==> config.mk <==
export PLATFORM = sky130hd
export DESIGN_NAME = imm_gen
export DESIGN_NICKNAME = d
export VERILOG_FILES = /design/src/rtl/imm_gen_pkg.sv /design/src/rtl/imm_fmt_decode.sv /design/src/rtl/imm_field_build.sv /design/src/rtl/imm_select.sv /design/src/rtl/imm_gen.sv
export SDC_FILE = /design/constraint.sdc
export NUM_CORES = 1
export LEC_CHECK = 0
export ABC_AREA = 1
export BUFFER_PORTS_ARGS = -buffer_cell sky130_fd_sc_hd__buf_2
export CORE_MARGIN = 3
export CORE_UTILIZATION = 43
export DETAILED_ROUTE_END_ITERATION = 10
export GPL_ROUTABILITY_DRIVEN = 0
export PLACE_DENSITY = 0.91
export SYNTH_ARGS = -nofsm -noshare
export SYNTH_HDL_FRONTEND = slang
export SYNTH_SLANG_ARGS = --single-unit
==> constraint.sdc <==
create_clock -name vclk -period 2.7
set_input_delay 0.54 -clock vclk [all_inputs]
set_output_delay 0.54 -clock vclk [all_outputs]
set_load 0.02 [all_outputs]
==> src/rtl/imm_gen_pkg.sv <==
package imm_gen_pkg;

  localparam int ILEN    = 32;
  localparam int OPC_W   = 7;
  localparam int FMT_W   = 3;
  localparam int NUM_FMT = 6;

  typedef enum logic [FMT_W-1:0] {
    FMT_NONE = 3'd0,
    FMT_REGI = 3'd1,
    FMT_STOR = 3'd2,
    FMT_BRCH = 3'd3,
    FMT_UPPR = 3'd4,
    FMT_JUMP = 3'd5
  } fmt_e;

  localparam logic [OPC_W-1:0] OPC_LOAD   = 7'b0000011;
  localparam logic [OPC_W-1:0] OPC_ARITHI = 7'b0010011;
  localparam logic [OPC_W-1:0] OPC_JREG   = 7'b1100111;
  localparam logic [OPC_W-1:0] OPC_STORE  = 7'b0100011;
  localparam logic [OPC_W-1:0] OPC_BRANCH = 7'b1100011;
  localparam logic [OPC_W-1:0] OPC_LDUP   = 7'b0110111;
  localparam logic [OPC_W-1:0] OPC_ADDUP  = 7'b0010111;
  localparam logic [OPC_W-1:0] OPC_JDIR   = 7'b1101111;

  // Opcode to layout selection.
  function automatic fmt_e opcode_to_fmt(input logic [OPC_W-1:0] opc);
    case (opc)
      OPC_LOAD, OPC_ARITHI, OPC_JREG: opcode_to_fmt = FMT_REGI;
      OPC_STORE:                      opcode_to_fmt = FMT_STOR;
      OPC_BRANCH:                     opcode_to_fmt = FMT_BRCH;
      OPC_LDUP, OPC_ADDUP:            opcode_to_fmt = FMT_UPPR;
      OPC_JDIR:                       opcode_to_fmt = FMT_JUMP;
      default:                        opcode_to_fmt = FMT_NONE;
    endcase
  endfunction

  // Replicate bit 'msb' of v into every bit above it.
  function automatic logic [ILEN-1:0] widen_signed(input logic [ILEN-1:0] v,
                                                   input int unsigned msb);
    logic [ILEN-1:0] mask;
    mask = ~((ILEN'(1) << (msb + 1)) - ILEN'(1));
    widen_signed = v[msb] ? (v | mask) : (v & ~mask);
  endfunction

  // Gather the scattered fields of one layout.
  function automatic logic [ILEN-1:0] build_imm(input fmt_e f,
                                                input logic [ILEN-1:0] w);
    case (f)
      FMT_REGI: build_imm = widen_signed({20'b0, w[31:20]}, 11);
      FMT_STOR: build_imm = widen_signed({20'b0, w[31:25], w[11:7]}, 11);
      FMT_BRCH: build_imm = widen_signed({19'b0, w[31], w[7], w[30:25],
                                          w[11:8], 1'b0}, 12);
      FMT_UPPR: build_imm = {w[31:12], 12'b0};
      FMT_JUMP: build_imm = widen_signed({11'b0, w[31], w[19:12], w[20],
                                          w[30:21], 1'b0}, 20);
      default:  build_imm = '0;
    endcase
  endfunction

endpackage

==> src/rtl/imm_fmt_decode.sv <==
module imm_fmt_decode
  import imm_gen_pkg::*;
#(
  parameter int W = ILEN
) (
  input  logic [W-1:0] instr_i,
  output fmt_e         fmt_o
);

  always_comb fmt_o = opcode_to_fmt(instr_i[OPC_W-1:0]);

endmodule

==> src/rtl/imm_field_build.sv <==
module imm_field_build
  import imm_gen_pkg::*;
#(
  parameter int W = ILEN,
  parameter int N = NUM_FMT
) (
  input  logic [W-1:0]        instr_i,
  output logic [N-1:0][W-1:0] cand_o
);

  // One candidate per layout code; code 0 yields zero.
  for (genvar g = 0; g < N; g++) begin : g_cand
    assign cand_o[g] = build_imm(fmt_e'(FMT_W'(g)), instr_i);
  end

endmodule

==> src/rtl/imm_select.sv <==
module imm_select
  import imm_gen_pkg::*;
#(
  parameter int W = ILEN,
  parameter int N = NUM_FMT
) (
  input  logic [N-1:0][W-1:0] cand_i,
  input  fmt_e                fmt_i,
  output logic [W-1:0]        imm_o
);

  always_comb begin
    imm_o = '0;
    for (int k = 0; k < N; k++) begin
      if (fmt_i == fmt_e'(FMT_W'(k))) imm_o = cand_i[k];
    end
  end

endmodule

==> src/rtl/imm_gen.sv <==
module imm_gen
  import imm_gen_pkg::*;
(
  input  logic [ILEN-1:0]  instr_i,
  output logic [ILEN-1:0]  imm_o,
  output logic [FMT_W-1:0] fmt_o
);

  fmt_e                      fmt_sel;
  logic [NUM_FMT-1:0][ILEN-1:0] cand;

  // Named events for the checker.
  logic fmt_signed;
  logic lsb_forced;

  imm_fmt_decode #(.W(ILEN)) u_dec (
    .instr_i (instr_i),
    .fmt_o   (fmt_sel)
  );

  imm_field_build #(.W(ILEN), .N(NUM_FMT)) u_build (
    .instr_i (instr_i),
    .cand_o  (cand)
  );

  imm_select #(.W(ILEN), .N(NUM_FMT)) u_sel (
    .cand_i (cand),
    .fmt_i  (fmt_sel),
    .imm_o  (imm_o)
  );

  assign fmt_o      = fmt_sel;
  assign fmt_signed = (fmt_sel == FMT_REGI) || (fmt_sel == FMT_STOR) ||
                      (fmt_sel == FMT_BRCH) || (fmt_sel == FMT_JUMP);
  assign lsb_forced = (fmt_sel == FMT_BRCH) || (fmt_sel == FMT_JUMP);

endmodule

# --- Word level (Yosys, flattened, before mapping) ---
# Cells that the tools add are included.
totals:
  regBits: 0
  latch_bits: 0
  ram_bits: 0
  rom_bits: 0
  inputBits: 32
  output_inout_bits: 35
  wordCells: 25
  mem_count: 0
classes:
  add_sub_neg: 0
  multipliers: 0
  div_mod_pow: 0
  order_cmp: 0
  n_eq_ne: 13
  shift: 0
  muxes: 10
  n_bitwise: 0
  n_reduce_logical: 2
op_table:
  columns: ["cell", "count"]
  rows:
  - ["32-bit two-way mux", 9]
  - ["7-bit equality test (second input constant)", 3]
  - ["3-bit one-hot mux with 5 select lines", 1]
  - ["7-bit by 5-bit equality test with 1-bit output (second input constant)", 2]
  - ["7-bit by 6-bit equality test with 1-bit output (second input constant)", 2]
  - ["7-bit by 2-bit equality test with 1-bit output (second input constant)", 1]
  - ["3-bit by 2-bit equality test with 1-bit output (second input constant)", 2]
  - ["3-bit equality test (second input constant)", 2]
  - ["3-bit by 1-bit equality test with 1-bit output (second input constant)", 1]
  - ["3-bit OR reduction", 1]
  - ["2-bit OR reduction", 1]

# --- Logic depth before layout (Yosys ltp) ---
# Gate-level depths: netlist (run 1).
logic_depth:
  word_depth: 9
  mapped_depth: 8
  depth_no_buf: 7

# --- By module ---
# A second synthesis (run 1) with hierarchy kept.
unflattened:
  cells_unflattened: 576
  area_unflattened_um2: 3146.8
by_module_without_submodules:
  columns: ["mod", "instances", "cells_each", "area_per_inst_um2", "seq_area_each_um2"]
  rows:
  - ["imm_select", 1, 357, 1585.3, 0.0]
  - ["imm_field_build", 1, 193, 1445.1, 0.0]
  - ["imm_fmt_decode", 1, 26, 116.4, 0.0]

# --- Worst setup path before layout (run 1) ---
# Ideal clock, no wire load.
synth_timing:
  path_kind: "input to output"
  from: "input instr_i[1]"
  to: "output imm_o[11]"
  arrival_ps: 1340
  required_time_ps: 2160
  path_slack_ps: 820
  path_stages: 7
  n_path_buf: 2
  cell_sequence: "nand2_2 -> inv_1 -> and2_1 -> buf_6 -> buf_6 -> nand3_1 -> nand4_1"
synth_via:
  elab_chain_len: 9
  word_cells_on_any_way: 21
  cone_classes: "13 x eq/ne; 6 x mux; 2 x reduce/logical"
synth_lines:
  columns: ["item", "line", "rtl"]
  rows:
  - ["start: declaration", "imm_gen.sv:4", "input logic [ILEN-1:0] instr_i,"]
  - ["7-bit by 2-bit equality test with 1-bit output, or another cell as far along", "imm_gen_pkg.sv:28", "case (opc)"]
  - ["3-bit OR reduction / 2-bit OR reduction (equally long branches)", "imm_gen_pkg.sv:28", null]
  - ["3-bit one-hot mux with 5 select lines *", "imm_gen_pkg.sv:28", null]
  - ["3-bit by 1-bit equality test with 1-bit output", "imm_select.sv:15", "if (fmt_i == fmt_e'(FMT_W'(k))) imm_o = cand_i[k];"]
  - ["32-bit two-way mux (4 in series)", "imm_select.sv:15", null]
  - ["32-bit two-way mux *", "imm_select.sv:15", null]
  - ["end: declaration", "imm_gen.sv:5", "output logic [ILEN-1:0] imm_o,"]
# Every way passes the cells marked *; elsewhere a longest branch is shown, timed or not.

# --- Worst setup path in the final report (run 1) ---
layout_timing:
  from: "input instr_i[4]"
  to: "output imm_o[27]"
# The elaborated chain is that of the path after synthesis.

==> summary.md, run 1 <==
| Metric | Value |
|---|---|
| Status | finished, final reports clean |
| Placement Cell Area | 0.001035 sq mm |
| FP Rows | 14 |
| Hold bufs inserted after CTS | 0 |
| ANT nets after route | 0 |
| Final Util | 0.6637 |
| Total Routing Usage GR | 0.2150 |
| Critical path's slowest cell | nand3_1 |
| Arrival time at the worst endpoint | 1800 ps |
| Fmax | 426.7 MHz |
| Pwr dens | 92.16 mW/mm^2 |
| Unique cell type count in the Yosys netlist | 14 |
| DP HPWL | 2174 um |
| Max IR drop VDD | 0.05984 mV |
| Die width | 47.61 um |
| Net Count, Synth | 168 |
| Die area | 0.002267 sq mm |
| Initial core utilization | 0.4775 |
| Slew Viols, Final | 0 |
| Worst Path Required | 2160 ps |
| Max-Cap Viols | 0 |
| Post-cts resize count | 0 |
| I/O pin cnt | 67 |
| WS Path Type | in2out |
| Post-CTS Setup Bufs | 0 |
| Clock buffers | 0 |
| Worst path max stage delay | 450 ps |
| Initial antenna violation count | 0 |
| CP Max Fanout | 11 |
| Pint | 35.03 uW |
| CP cell instances | buf_2 > inv_1 > nand2_1 > nor2_4 > nand3_1 > nand3_2 > buf_2 |
| Clock Power Share | 0 |
| Register Area | 0 sq um |
| Synth Cell Area | 744.5 sq um |
| Syn. warnings | 0 |
| Largest net degree at the start of global routing | 21 |
| Gr ovfl total | 0 |
| Setup violators final | 0 |
| Vias per cell | 5.533 |
| Post-Synthesis Cells | 136 |
| Final nets | 230 |
| CP startpoint | instr_i[4] |
| Area Overhead vs Synth | 38.99% |
| Share of layout cells above drive strength 1 | 0.4745 |
| Antenna Cells | 0 |
| RSZ-0062 raised after global routing | no |
| Total wire length | 2546 um |
| Seq cells | 0 |
| Tmin final | 2343 ps |
| Sw power | 60.33 uW |
| Least-Margin Pin Slew | 599.0 ps |
| Overall Power | 95.36 uW |
| Seq pwr share | 0 |
| Post-synthesis average cell area | 5.474 sq um |
| Initial DRC count | 35 |
| Global-route wire length before repair | 3767 um |
| Critical Path Start Type | input pin |
| Combinational share of power | 1.000 |
| Drt wl/cell | 12.01 um |
| Pre-CTS setup slack | 340.1 ps |
| Filler cell count | 153 |
| Via Count | 1,173 |
| DIE HEIGHT | 47.61 um |
| CORE AREA | 0.001559 sq mm |
| CP Buf/Inv Count | 3 |
| TNS Setup | 0 ps |
| Most numerous cell on the critical path | buf_2 |
| DRC Markers | 0 |
| Design area | 0.001035 sq mm |
| IO buf count | 67 |
| Static Leak | 0.7571 nW |
| Worst slew margin | 0.5996 |
| Final hold viol count | 0 |
| Hold Crit Class | in2out |
| Period utilization | 0.8679 |
| Detailed Routing Iterations Pass 1 | 4 |
| Top delay family on crit path | simple AND/OR/NAND/NOR gates |
| Worst hold start | instr_i[12] |
| Sequential-to-total area share from yosys stat | 0 |
| Switching Fraction | 0.6327 |
| Final Worst Setup Slack | 356.6 ps |
| Vias in the first global route | 900 |
| Worst setup EP type | primary output |
==> per-layer routing <==
layer / wire length [um] / global-route usage / vias up
met5: 0 / 0 / -
met4: 24 / 0.03226 / 0
met3: 237 / 0.01880 / 4
met2: 1369 / 0.3904 / 59
met1: 915 / 0.2791 / 520
li1: - / - / 590
==> tightest hold or removal path: stages <==
cell     delay (ps)
buf_2            70
nand2_1          40
nand2_1          50
buf_2           150
==> power by group through the flow <==
| stage | Sequential, mW | Combinational (mW) | Clock [mW] |
|---|---|---|---|
| after floorplan | 0 | 0.0492 | 0 |
| after detailed placement | 0 | 0.0946 | 0 |
| after global routing | 0 | 0.104 | 0 |
| after CTS | 0 | 0.0946 | 0 |
| final | 0 | 0.0954 | 0 |
| after global placement | 0 | 0.0909 | 0 |
==> cell type report <==
cell class / instances / area (sq um) / share of cell area
tap: 16 / 20.02 / 0.01935
timing repair buffer: 71 / 365.4 / 0.3531
inverter: 6 / 22.52 / 0.02177
multi-input combinational: 119 / 626.9 / 0.6058
==> per-stage QoR <==
step	cells	hold WS (ps)
after floorplan	136	1248
after global placement	212	1395
after detailed placement	212	1396
after CTS	212	1400
after global routing	212	1424
final	212	1394
==> cell families (layout without fill, tap and decap cells) <==
group | after synthesis | count (layout) | share of synthesized area
simple gates | 119 | 119 | 0.8420
buf+inv | 17 | 77 | 0.1580
==> cell usage after synthesis <==
cell / count / area, sq um
nand4_1: 8 / 50.05
nor2_1: 4 / 15.01
buf_2: 4 / 20.02
nand2_1: 41 / 153.9
nand3_1: 44 / 220.2
nor2_2: 3 / 18.77
buf_6: 6 / 67.56
buf_4: 1 / 7.510
inv_2: 1 / 3.750
nand2_2: 5 / 31.28
and2_1: 1 / 6.260
inv_1: 5 / 18.77
nand3_2: 12 / 120.1
nor2_4: 1 / 11.26
==> final timing paths <==
check         to  slack (ps)  depth (start not counted)
max    imm_o[27]         360                          7
min    imm_o[12]        1390                          4
==> layout by cell type (no fill, tap or decap) <==
master   netlist  routed
and2_1         1       1
nor2_2         3       3
inv_1          5       5
buf_2          4      67
nand2_1       41      41
nand4_1        8       8
nor2_1         4       4
nand3_2       12      12
buf_4          1       4
nand2_2        5       5
nor2_4         1       1
inv_2          1       1
nand3_1       44      44
No activity file was read; power rests on OpenSTA's default activity.
==> inputs of run 2 (changes only) <==
- CORE_ASPECT_RATIO: default -> 1.5
- CORE_UTILIZATION: 43 -> 63
- PLACE_DENSITY: 0.91 -> 0.9
- SYNTH_HIERARCHICAL: default -> 1
==> run 2 against run 1 <==
Compared with the run above:
- largest cell class unchanged
- combinational power rose to 3.1 times the previous value
- largest power group unchanged
- the run now ends with setup timing left
- power rose to 3.1 times the previous value
- cell area up 150%
- hold slack better by 36 ps
- sequential cell count unchanged
- via count up 130%
==> summary.md, run 2 <==
| Metric | Value |
|---|---|
| Max-Cap Viols | 0 (unchanged) |
| Final Util | 0.5452 (-0.1186) |
| Slew Viols, Final | 0 (unchanged) |
| ANT nets after route | 0 (unchanged) |
| Syn. warnings | 6 (+6) |
| Antenna Cells | 0 (unchanged) |
| Period utilization | 1.000 (+0.1321) |
| Filler cell count | 472 (+210%) |
| Die width | 63.71 um (+34%) |
| Unique cell type count in the Yosys netlist | 16 (+2) |
| Share of layout cells above drive strength 1 | 0.2179 (-0.2566) |
| Global-route wire length before repair | 9466 um (+150%) |
| Sequential-to-total area share from yosys stat | 0 (unchanged) |
| Design area | 0.002537 sq mm (+150%) |
| Most frequent cells in the layout | nand2_1 (133), nor2_1 (70), nand4_1 (64), buf_2 (58), conb_1 (46) |
| Gr ovfl total | 0 (unchanged) |
| Largest net degree at the start of global routing | 60 (+190%) |
| Hold Crit Class | in2out |
| Pint | 111.5 uW (+220%) |
| Worst slew margin | 0.1909 (-0.4087) |
| Worst setup EP type | primary output |
| Die area | 0.005897 sq mm (+160%) |
| Setup violators final | 1 (+1) |
| Worst Path Required | 2160 ps (about the same) |
| Clock buffers | 0 (unchanged) |
| Worst hold start | instr_i[16] |
| Initial antenna violation count | 0 (unchanged) |
| Largest cells by area after synthesis | buf_4 (46%), nand2_1 (16%), nand4_1 (13%) |
| I/O pin cnt | 67 (unchanged) |
| Most frequent cell after synthesis | buf_4 |
| Max IR drop VDD | 0.05590 mV (-6.6%) |
| DIE HEIGHT | 92.56 um (+94%) |
| Vias in the first global route | 2,218 (+150%) |
| Pwr dens | 118.3 mW/mm^2 (+28%) |
| Seq cells | 0 (unchanged) |
| Area Overhead vs Synth | -19.36% |
| Top cell type's share of synthesized area | 0.4581 (+0.1623) |
| FP Rows | 30 (+16) |
| Hold Path Stages | 4 (unchanged) |
| Initial DRC count | 129 (+270%) |
| Clock Power Share | 0 (unchanged) |
| Sw power | 188.6 uW (+210%) |
| Static Leak | 1.377 nW (+82%) |
| Hold EP | imm_o[16] |
| Least-Margin Pin Slew | 1212 ps (+613.4 ps) |
| Status | finished with violations |
| Vias per cell | 4.928 (-11%) |
| DRC Markers | 0 (unchanged) |
| Total wire length | 6017 um (+140%) |
| DP HPWL | 4035 um (+86%) |
| Hold_ws | 1431 ps (+36.43 ps) |
| Post-Synthesis Cells | 576 (+320%) |
| Top cells by count, synth | buf_4 (192), nand2_1 (135), nor2_1 (72) |
| Final Worst Setup Slack | -0.02198 ps (-356.6 ps) |
| Critical Path Start Type | input pin |
| Via Count | 2,735 (+130%) |
| Switching Fraction | 0.6284 (-0.004254) |
| WS Path Type | in2out |
| Drt wl/cell | 10.84 um (-9.7%) |
| Arrival time at the worst endpoint | 2160 ps (+360 ps) |
| Commonest non-fill, non-tap cell in the layout | nand2_1 |
| Tmin final | 2700 ps (+356.6 ps) |
| Combinational share of power | 1.000 (about the same) |
| Seq pwr share | 0 (unchanged) |
| Initial core utilization | 0.6761 (+0.1985) |
| Failing checks | setup timing |
| Post-synthesis average cell area | 5.463 sq um (-0.20%) |
| Final nets | 525 (+130%) |
| Overall Power | 300.1 uW (+210%) |
| IO buf count | 67 (unchanged) |
| CP Max Fanout | 8 (-3) |
| Total Routing Usage GR | 0.1828 (-0.03217) |
| Final hold viol count | 0 (unchanged) |
| Synth Cell Area | 0.003147 sq mm (+320%) |
| Register Area | 0 sq um (unchanged) |
| CORE AREA | 0.004654 sq mm (+200%) |
| Placement Cell Area | 0.002347 sq mm (+130%) |
| Multi-input logic area | 0.001642 sq mm (+160%) |
| Post-synth top area cell | buf_4 |
| Detailed Routing Iterations Pass 1 | 5 (+1) |
| Fmax | 370.4 MHz (-13%) |
==> run 2: cell types whose count changed in the layout (fill, tap and decap cells not counted), moves of 10 or more <==
cell / previous run / this run
nand2_1: 41 / 133
nand3_2: 12 / 2
nand4_1: 8 / 64
conb_1: 0 / 46
nor2_1: 4 / 70
nand3_1: 44 / 33
inv_1: 5 / 36
buf_4: 4 / 20
==> run 2: how the worst max path moves through the flow <==
stage               startpoint   endpoint  cells past startpoint
floorplan           instr_i[1]  imm_o[10]                      9
global placement    instr_i[1]  imm_o[21]                     11
detailed placement  instr_i[1]  imm_o[21]                     11
CTS                 instr_i[1]  imm_o[22]                     13
global route        instr_i[1]  imm_o[20]                     14
finish              instr_i[1]  imm_o[20]                     14
==> run 2: worst max-delay path, stage by stage <==
cell	delay (ps)
buf_2	100
nand2_2	80
inv_1	70
nand2_2	90
nor2_1	50
nor2_1	100
nand2_1	120
buf_8	170
nor3_4	230
buf_12	150
buf_6	120
nand2_1	60
nand4_1	100
buf_4	150
==> run 2: timing repair <==
item                       in CTS  in global routing
setup endpoints to repair       1                 32
buffers inserted                0                  5
resized for setup               1                 25
hold buffers                    0                  0
gates cloned                    0                  3
pin swaps                       0                  1
==> run 2: power groups by stage <==
stage | Clock [mW] | Sequential [mW] | Combinational (mW)
2_1_floorplan | 0 | 0 | 0.368
3_3_place_gp | 0 | 0 | 0.273
3_5_place_dp | 0 | 0 | 0.277
4_1_cts | 0 | 0 | 0.279
5_1_grt | 0 | 0 | 0.336
6_report | 0 | 0 | 0.300
==> run 2: layout make-up <==
type                            instances  area share
Tap cell                               64     0.03156
Inverter                               40     0.05917
Multi-Input combinational cell        360      0.6469
Timing Repair Buffer                   91      0.2623
==> run 2: logic make-up (layout without fill, tap and decap cells) <==
| group | Yosys count | in the layout | synth area share |
|---|---|---|---|
| AOI/OAI and AO/OA | 2 | 2 | 0.005170 |
| other | 1 | 46 | 0.001192 |
| buffers and inverters | 261 | 131 | 0.5483 |
| and+or+nand+nor | 312 | 312 | 0.4453 |
==> run 2: layer usage <==
layer | track usage | up-vias | wire, um
li1 | - | 1424 | -
met1 | 0.2227 | 1206 | 2381
met2 | 0.3391 | 95 | 3210
met3 | 0.01092 | 10 | 333
met4 | 0.05045 | 0 | 91
met5 | 0 | - | 0
==> run 2: metrics by stage <==
| step | cells | worst slack, ps | TNS, ps |
|---|---|---|---|
| finish | 555 | -0.02198 | -0.02198 |
| global route | 555 | -118.0 | -2001 |
| CTS | 547 | 44.17 | 0 |
| detailed placement | 547 | 1.388 | 0 |
| global placement | 547 | 50.56 | 0 |
| floorplan | 621 | 8.150 | 0 |
